==> config.mk <==
export PLATFORM = sky130hd
export DESIGN_NAME = supply_irq_top
export DESIGN_NICKNAME = d
export VERILOG_FILES = /design/src/rtl/supply_irq_pkg.sv /design/src/rtl/supply_path_qual.sv /design/src/rtl/supply_stable_mon.sv /design/src/rtl/irq_pulser.sv /design/src/rtl/supply_irq_top.sv
export SDC_FILE = /design/constraint.sdc
export NUM_CORES = 1
export LEC_CHECK = 0
export BUFFER_PORTS_ARGS = -buffer_cell sky130_fd_sc_hd__buf_2
export CAP_MARGIN = 10
export CORE_ASPECT_RATIO = 1.5
export CORE_MARGIN = 8
export CORE_UTILIZATION = 56
export DETAILED_ROUTE_END_ITERATION = 10
export GPL_ROUTABILITY_DRIVEN = 0
export GPL_TIMING_DRIVEN = 0
export HOLD_SLACK_MARGIN = 0.06
export PLACE_DENSITY = 0.73
export SYNTH_ARGS = -nofsm -noshare
export SYNTH_HDL_FRONTEND = slang
export SYNTH_HIERARCHICAL = 1
export SYNTH_SLANG_ARGS = --single-unit
export TNS_END_PERCENT = 20
==> constraint.sdc <==
create_clock -name clk -period 3.1 [get_ports clk]
set_input_delay 0 -clock clk [delete_from_list [all_inputs] [get_ports clk]]
set_output_delay 0 -clock clk [all_outputs]
set_load 0.01 [all_outputs]
==> src/rtl/supply_irq_pkg.sv <==
package supply_irq_pkg;

    localparam int NUM_EVT = 5;

    localparam int EV_INPUT = 0;
    localparam int EV_DONE  = 1;
    localparam int EV_STAT  = 2;
    localparam int EV_FAULT = 3;
    localparam int EV_WDT   = 4;

    typedef enum logic [1:0] {
        Q_OFF  = 2'd0,
        Q_WAIT = 2'd1,
        Q_ON   = 2'd2
    } qual_state_t;

    typedef enum logic [1:0] {
        P_IDLE = 2'd0,
        P_LOW  = 2'd1,
        P_GAP  = 2'd2
    } pulse_state_t;

endpackage

==> src/rtl/supply_path_qual.sv <==
module supply_path_qual
    import supply_irq_pkg::*;
#(
    parameter int QUAL_TICKS = 20
) (
    input  logic clk,
    input  logic rst_n,
    input  logic tick_ms,
    input  logic in_ok,
    output logic path_en,
    output logic path_rise
);
    localparam int CW = $clog2(QUAL_TICKS + 1);

    qual_state_t st, st_nx;
    logic [CW-1:0] cnt, cnt_nx;

    always_ff @(posedge clk or negedge rst_n) begin
        if (!rst_n) begin
            st  <= Q_OFF;
            cnt <= '0;
        end else begin
            st  <= st_nx;
            cnt <= cnt_nx;
        end
    end

    always_comb begin
        st_nx     = st;
        cnt_nx    = cnt;
        path_rise = 1'b0;
        unique case (st)
            Q_OFF: begin
                cnt_nx = '0;
                if (in_ok) st_nx = Q_WAIT;
            end
            Q_WAIT: begin
                if (!in_ok) begin
                    st_nx  = Q_OFF;
                    cnt_nx = '0;
                end else if (tick_ms) begin
                    if (cnt == CW'(QUAL_TICKS - 1)) begin
                        st_nx     = Q_ON;
                        path_rise = 1'b1;
                    end else begin
                        cnt_nx = cnt + 1'b1;
                    end
                end
            end
            Q_ON: begin
                if (!in_ok) st_nx = Q_OFF;
            end
            default: st_nx = Q_OFF;
        endcase
    end

    always_comb begin
        path_en = (st == Q_ON) && in_ok;
    end

endmodule

==> src/rtl/supply_stable_mon.sv <==
module supply_stable_mon #(
    parameter int STABLE_TICKS = 70
) (
    input  logic clk,
    input  logic rst_n,
    input  logic tick_ms,
    input  logic in_ok,
    output logic chg
);
    localparam int CW = $clog2(STABLE_TICKS + 1);

    logic          rep;
    logic [CW-1:0] cnt;
    logic          differ, settle;

    always_comb begin
        differ = (in_ok != rep);
        settle = differ && tick_ms && (cnt == CW'(STABLE_TICKS - 1));
    end

    always_ff @(posedge clk or negedge rst_n) begin
        if (!rst_n) begin
            rep <= 1'b0;
            cnt <= '0;
            chg <= 1'b0;
        end else begin
            chg <= settle;
            if (!differ) begin
                cnt <= '0;
            end else if (settle) begin
                rep <= in_ok;
                cnt <= '0;
            end else if (tick_ms) begin
                cnt <= cnt + 1'b1;
            end
        end
    end

endmodule

==> src/rtl/irq_pulser.sv <==
module irq_pulser
    import supply_irq_pkg::*;
#(
    parameter int PULSE_CYC = 250,
    parameter int GAP_CYC   = 4
) (
    input  logic               clk,
    input  logic               rst_n,
    input  logic [NUM_EVT-1:0] evt,
    input  logic [NUM_EVT-1:0] mask,
    output logic               int_n,
    output logic               start
);
    localparam int MAXC = (PULSE_CYC > GAP_CYC) ? PULSE_CYC : GAP_CYC;
    localparam int CW   = $clog2(MAXC + 1);

    pulse_state_t st, st_nx;
    logic [CW-1:0] cnt, cnt_nx;
    logic [NUM_EVT-1:0] pend, grant;

    always_comb begin
        grant = pend & (~pend + 1'b1);
    end

    always_ff @(posedge clk or negedge rst_n) begin
        if (!rst_n) begin
            st   <= P_IDLE;
            cnt  <= '0;
            pend <= '0;
        end else begin
            st   <= st_nx;
            cnt  <= cnt_nx;
            pend <= (pend & ~(start ? grant : '0)) | (evt & ~mask);
        end
    end

    always_comb begin
        st_nx  = st;
        cnt_nx = cnt;
        start  = 1'b0;
        unique case (st)
            P_IDLE: begin
                cnt_nx = '0;
                if (|pend) begin
                    st_nx = P_LOW;
                    start = 1'b1;
                end
            end
            P_LOW: begin
                if (cnt == CW'(PULSE_CYC - 1)) begin
                    st_nx  = P_GAP;
                    cnt_nx = '0;
                end else begin
                    cnt_nx = cnt + 1'b1;
                end
            end
            P_GAP: begin
                if (cnt == CW'(GAP_CYC - 1)) begin
                    st_nx  = P_IDLE;
                    cnt_nx = '0;
                end else begin
                    cnt_nx = cnt + 1'b1;
                end
            end
            default: st_nx = P_IDLE;
        endcase
    end

    always_comb begin
        int_n = (st != P_LOW);
    end

endmodule

==> src/rtl/supply_irq_top.sv <==
module supply_irq_top
    import supply_irq_pkg::*;
#(
    parameter int QUAL_TICKS   = 20,
    parameter int STABLE_TICKS = 70,
    parameter int PULSE_CYC    = 250,
    parameter int GAP_CYC      = 4
) (
    input  logic       clk,
    input  logic       rst_n,
    input  logic       tick_ms,
    input  logic       above_uvlo,
    input  logic       below_ovlo,
    input  logic       evt_done,
    input  logic       evt_stat,
    input  logic       evt_fault,
    input  logic       evt_wdt,
    input  logic [4:0] irq_mask,
    input  logic       reg_wr,
    output logic       path_en,
    output logic       int_n,
    output logic       wdt_force
);
    logic in_ok, path_rise, in_chg, pstart;
    logic [NUM_EVT-1:0] evt_vec;

    always_comb begin
        in_ok             = above_uvlo && below_ovlo;
        evt_vec           = '0;
        evt_vec[EV_INPUT] = in_chg;
        evt_vec[EV_DONE]  = evt_done;
        evt_vec[EV_STAT]  = evt_stat;
        evt_vec[EV_FAULT] = evt_fault;
        evt_vec[EV_WDT]   = evt_wdt;
    end

    supply_path_qual #(.QUAL_TICKS(QUAL_TICKS)) u_qual (
        .clk(clk), .rst_n(rst_n), .tick_ms(tick_ms), .in_ok(in_ok),
        .path_en(path_en), .path_rise(path_rise)
    );

    supply_stable_mon #(.STABLE_TICKS(STABLE_TICKS)) u_stab (
        .clk(clk), .rst_n(rst_n), .tick_ms(tick_ms), .in_ok(in_ok),
        .chg(in_chg)
    );

    irq_pulser #(.PULSE_CYC(PULSE_CYC), .GAP_CYC(GAP_CYC)) u_pulse (
        .clk(clk), .rst_n(rst_n), .evt(evt_vec), .mask(irq_mask),
        .int_n(int_n), .start(pstart)
    );

    always_ff @(posedge clk or negedge rst_n) begin
        if (!rst_n)                  wdt_force <= 1'b0;
        else if (path_rise || pstart) wdt_force <= 1'b1;
        else if (reg_wr)             wdt_force <= 1'b0;
    end

endmodule

==> impl_metrics.ini <==
[floorplanning]
die_width_um = 62.0
dieArea_um2 = 5270
floorplan.initialDensity = 0.574
core_um2 = 3100
die-height_um = 85.0
num_io_pins = 18
row_count = 25

[power]
cellPowerDensity_nw_per_um2 = 376
power.ir.vdd_worst_mv = 0.353
power.leakage_nw = 0.932
total_power_mw = 0.795

[timing]
hold_violations = 0
finalSetupTns_ns = 0
final_setup_fails = 0
achievable-frequency_mhz = 511
relSlewSlack = 0.520
tightestPinTransition_ns = 0.715
report.final.slew_viol_count = 0
period_share = 0.631
final.setup_skew_ns = 0.00701
layout_min_cycle_time_ns = 1.96
grt_setup_unrepaired = no

[setup_path]
cp_data_arrival_time_ns = 2.12
critical_path_required_ns = 3.26
setup.worst_path.class = register to register
worst-r2r-setup-slack_ns = 1.14
worst_setup_path_start_kind = register
critical_path_peak_fanout = 8
kind_of_capture_point_of_the_worst_setup_path = register

[global_routing]
grt_first_pass_wirelength_mm = 6.29
grt_use_met3 = 0.0393
globalRoute.busiestLayer = met2
groute.usage.overall = 0.156
grtUsageMet1 = 0.167
grtUsageMet2 = 0.264
antenna_found_initial = 0
first_global_vias = 1452
grt_start_max_net_pins = 33
overflow = 0

[cells_and_area]
syn_to_final_growth_pct = 19.0
layout-drive-gt1-share = 0.185
post_layout_nonfiller_instances = 251
insertedDiodeCount = 0
final_cell_area_um2 = 2120
finalCoreUtilization = 0.683
finalNetCount = 234

[placement]
io_buffers = 17
place.detailed.instances = 232
dpl-instance-area_um2 = 1910
dpl.hpwl_mm = 2.47

[synthesis]
post_synth_num_cell_types = 49
yosys_register_bits = 32
synth_sequential_area_ratio = 0.450
postSynth.topFlopCell = sky130_fd_sc_hd__dfrtp_1
synth_nets = 199
most_frequent_cell_after_synthesis = sky130_fd_sc_hd__dfrtp_1
synthesis.instances = 175
post_synth.cell_area_avg_um2 = 10.2
ys_warn_count = 6
ys_top_cells_by_area = sky130_fd_sc_hd__dfrtp_1 (45%), sky130_fd_sc_hd__ha_1 (6.3%), sky130_fd_sc_hd__a21oi_1 (4.5%), sky130_fd_sc_hd__o21ai_0 (3.9%), sky130_fd_sc_hd__inv_1 (3.6%)
ys_top_cells_by_count = sky130_fd_sc_hd__dfrtp_1 (32), sky130_fd_sc_hd__inv_1 (17), sky130_fd_sc_hd__a21oi_1 (16)
synth_async_sr_flop_share = 1.00
synthDominantCellAreaShare = 0.450
edff_count_synth = 0
syn-cell-area_um2 = 1780
post-synth-top-area-cell = sky130_fd_sc_hd__dfrtp_1

[clock_tree]
root_buffer = sky130_fd_sc_hd__clkbuf_8
insertion_delay_ns = 0.29
clock_tree_from_tritoncts = yes
clk_pin_slew_worst_paths_ns = 0.07
clock_tree.htree_level_count = 2
cts_made_buffers = 5
clock-sinks = 32
ctsLongestPathBuffers = 2

[detailed_routing]
1st_pass_router_iterations = 4
route.antenna.remaining_nets = 0
wl_mm = 3.60
first_iter_violations = 43
vias_per_cell = 5.61
route.detailed.drc = 0
wl_per_cell_um = 14.3
dr_total_vias = 1409

[outcome]
status = completed

[run]
maxCapViolCount = 0

[worst_hold_path]
worstHoldPathType = input pin to register
==> flip-flops by register name, summed over array words and instances, names as in the netlist <==
| register | count |
|---|---|
| u_pulse/pend | 5 |
| u_stab/rep | 1 |
| u_stab/cnt | 7 |
| u_pulse/st | 2 |
| u_qual/cnt | 5 |
| u_pulse/cnt | 8 |
| wdt_force | 1 |
| u_qual/st | 2 |
| u_stab/chg | 1 |
==> final timing paths <==
check                      cells past startpoint            from         endpoint
setup / recovery                               5  u_pulse/cnt[0]   u_pulse/cnt[2]
hold / removal                                 2         tick_ms     u_qual/st[0]
setup reg to reg                               5  u_pulse/cnt[0]   u_pulse/cnt[2]
hold reg to reg                                1      u_stab/chg  u_pulse/pend[0]
max in group asynchronous                      2           rst_n    u_stab/cnt[0]
min in group asynchronous                      2           rst_n    u_qual/cnt[2]
==> cell usage in the layout (no fill, tap or decap), drive strengths merged, types with 6 or more instances in the layout <==
cell | netlist | layout
ha | 9 | 9
nand4 | 6 | 6
buf | 2 | 19
a21oi | 16 | 16
o21ai | 16 | 16
nor2 | 8 | 8
dfrtp | 32 | 32
nand2 | 14 | 14
dlygate4sd3 | 0 | 11
inv | 17 | 17
clkbuf | 0 | 6
==> area by class of cell <==
type	instances	area, µm²
plain buffers	2	26.3
clock buffers	6	82.6
clock inverters	2	10.0
fillers	238	981
inverters	17	63.8
multi-input cells	124	887
flip-flops and latches	32	801
well taps	40	50.0
repair buffers	28	195
==> logic make-up after synthesis <==
family | Yosys count | synth area share
fa+ha+maj | 9 | 0.0633
mux | 1 | 0.00844
buf+inv | 19 | 0.0507
flops | 32 | 0.450
compound gates | 47 | 0.165
simple gates | 60 | 0.227
xor+xnor | 7 | 0.0345
==> stage by stage <==
step	hold slack, ns	worst slack [ns]
after floorplan	-0.296	1.32
after global routing	0.0829	1.06
final	0.0681	1.14
after detailed placement	0.0985	1.15
after global placement	0.0850	1.18
after CTS	0.0623	1.14
==> critical path, stage by stage, from the launching register on <==
cell and delay [ns]:
sky130_fd_sc_hd__dfrtp_1 0.41, sky130_fd_sc_hd__ha_1 0.20, sky130_fd_sc_hd__or4b_4 0.48, sky130_fd_sc_hd__o41ai_2 0.32, sky130_fd_sc_hd__a21bo_2 0.30, sky130_fd_sc_hd__a211oi_1 0.11
==> where the power goes <==
part / leakage [nW] / internal (mW) / switching [mW]
Clock: 0.0510 / 0.177 / 0.156
Combinational: 0.472 / 0.0188 / 0.0220
Sequential: 0.410 / 0.419 / 0.00216
Total: 0.932 / 0.615 / 0.181
==> per-layer routing <==
metal	part of all wire	wire length (µm)	vias to the layer above
met5	0	0	-
met4	0.028	101	0
met3	0.031	113	9
met2	0.53	1920	18
met1	0.41	1460	681
li1	-	-	701
==> repair_timing <==
action,4_1_cts,5_1_grt
hold buffers,11,0
endpoints found under the hold margin,38,0
setup buffers,0,0
gates resized for setup,0,0
Note: power is estimated with default switching activity, not from simulation.
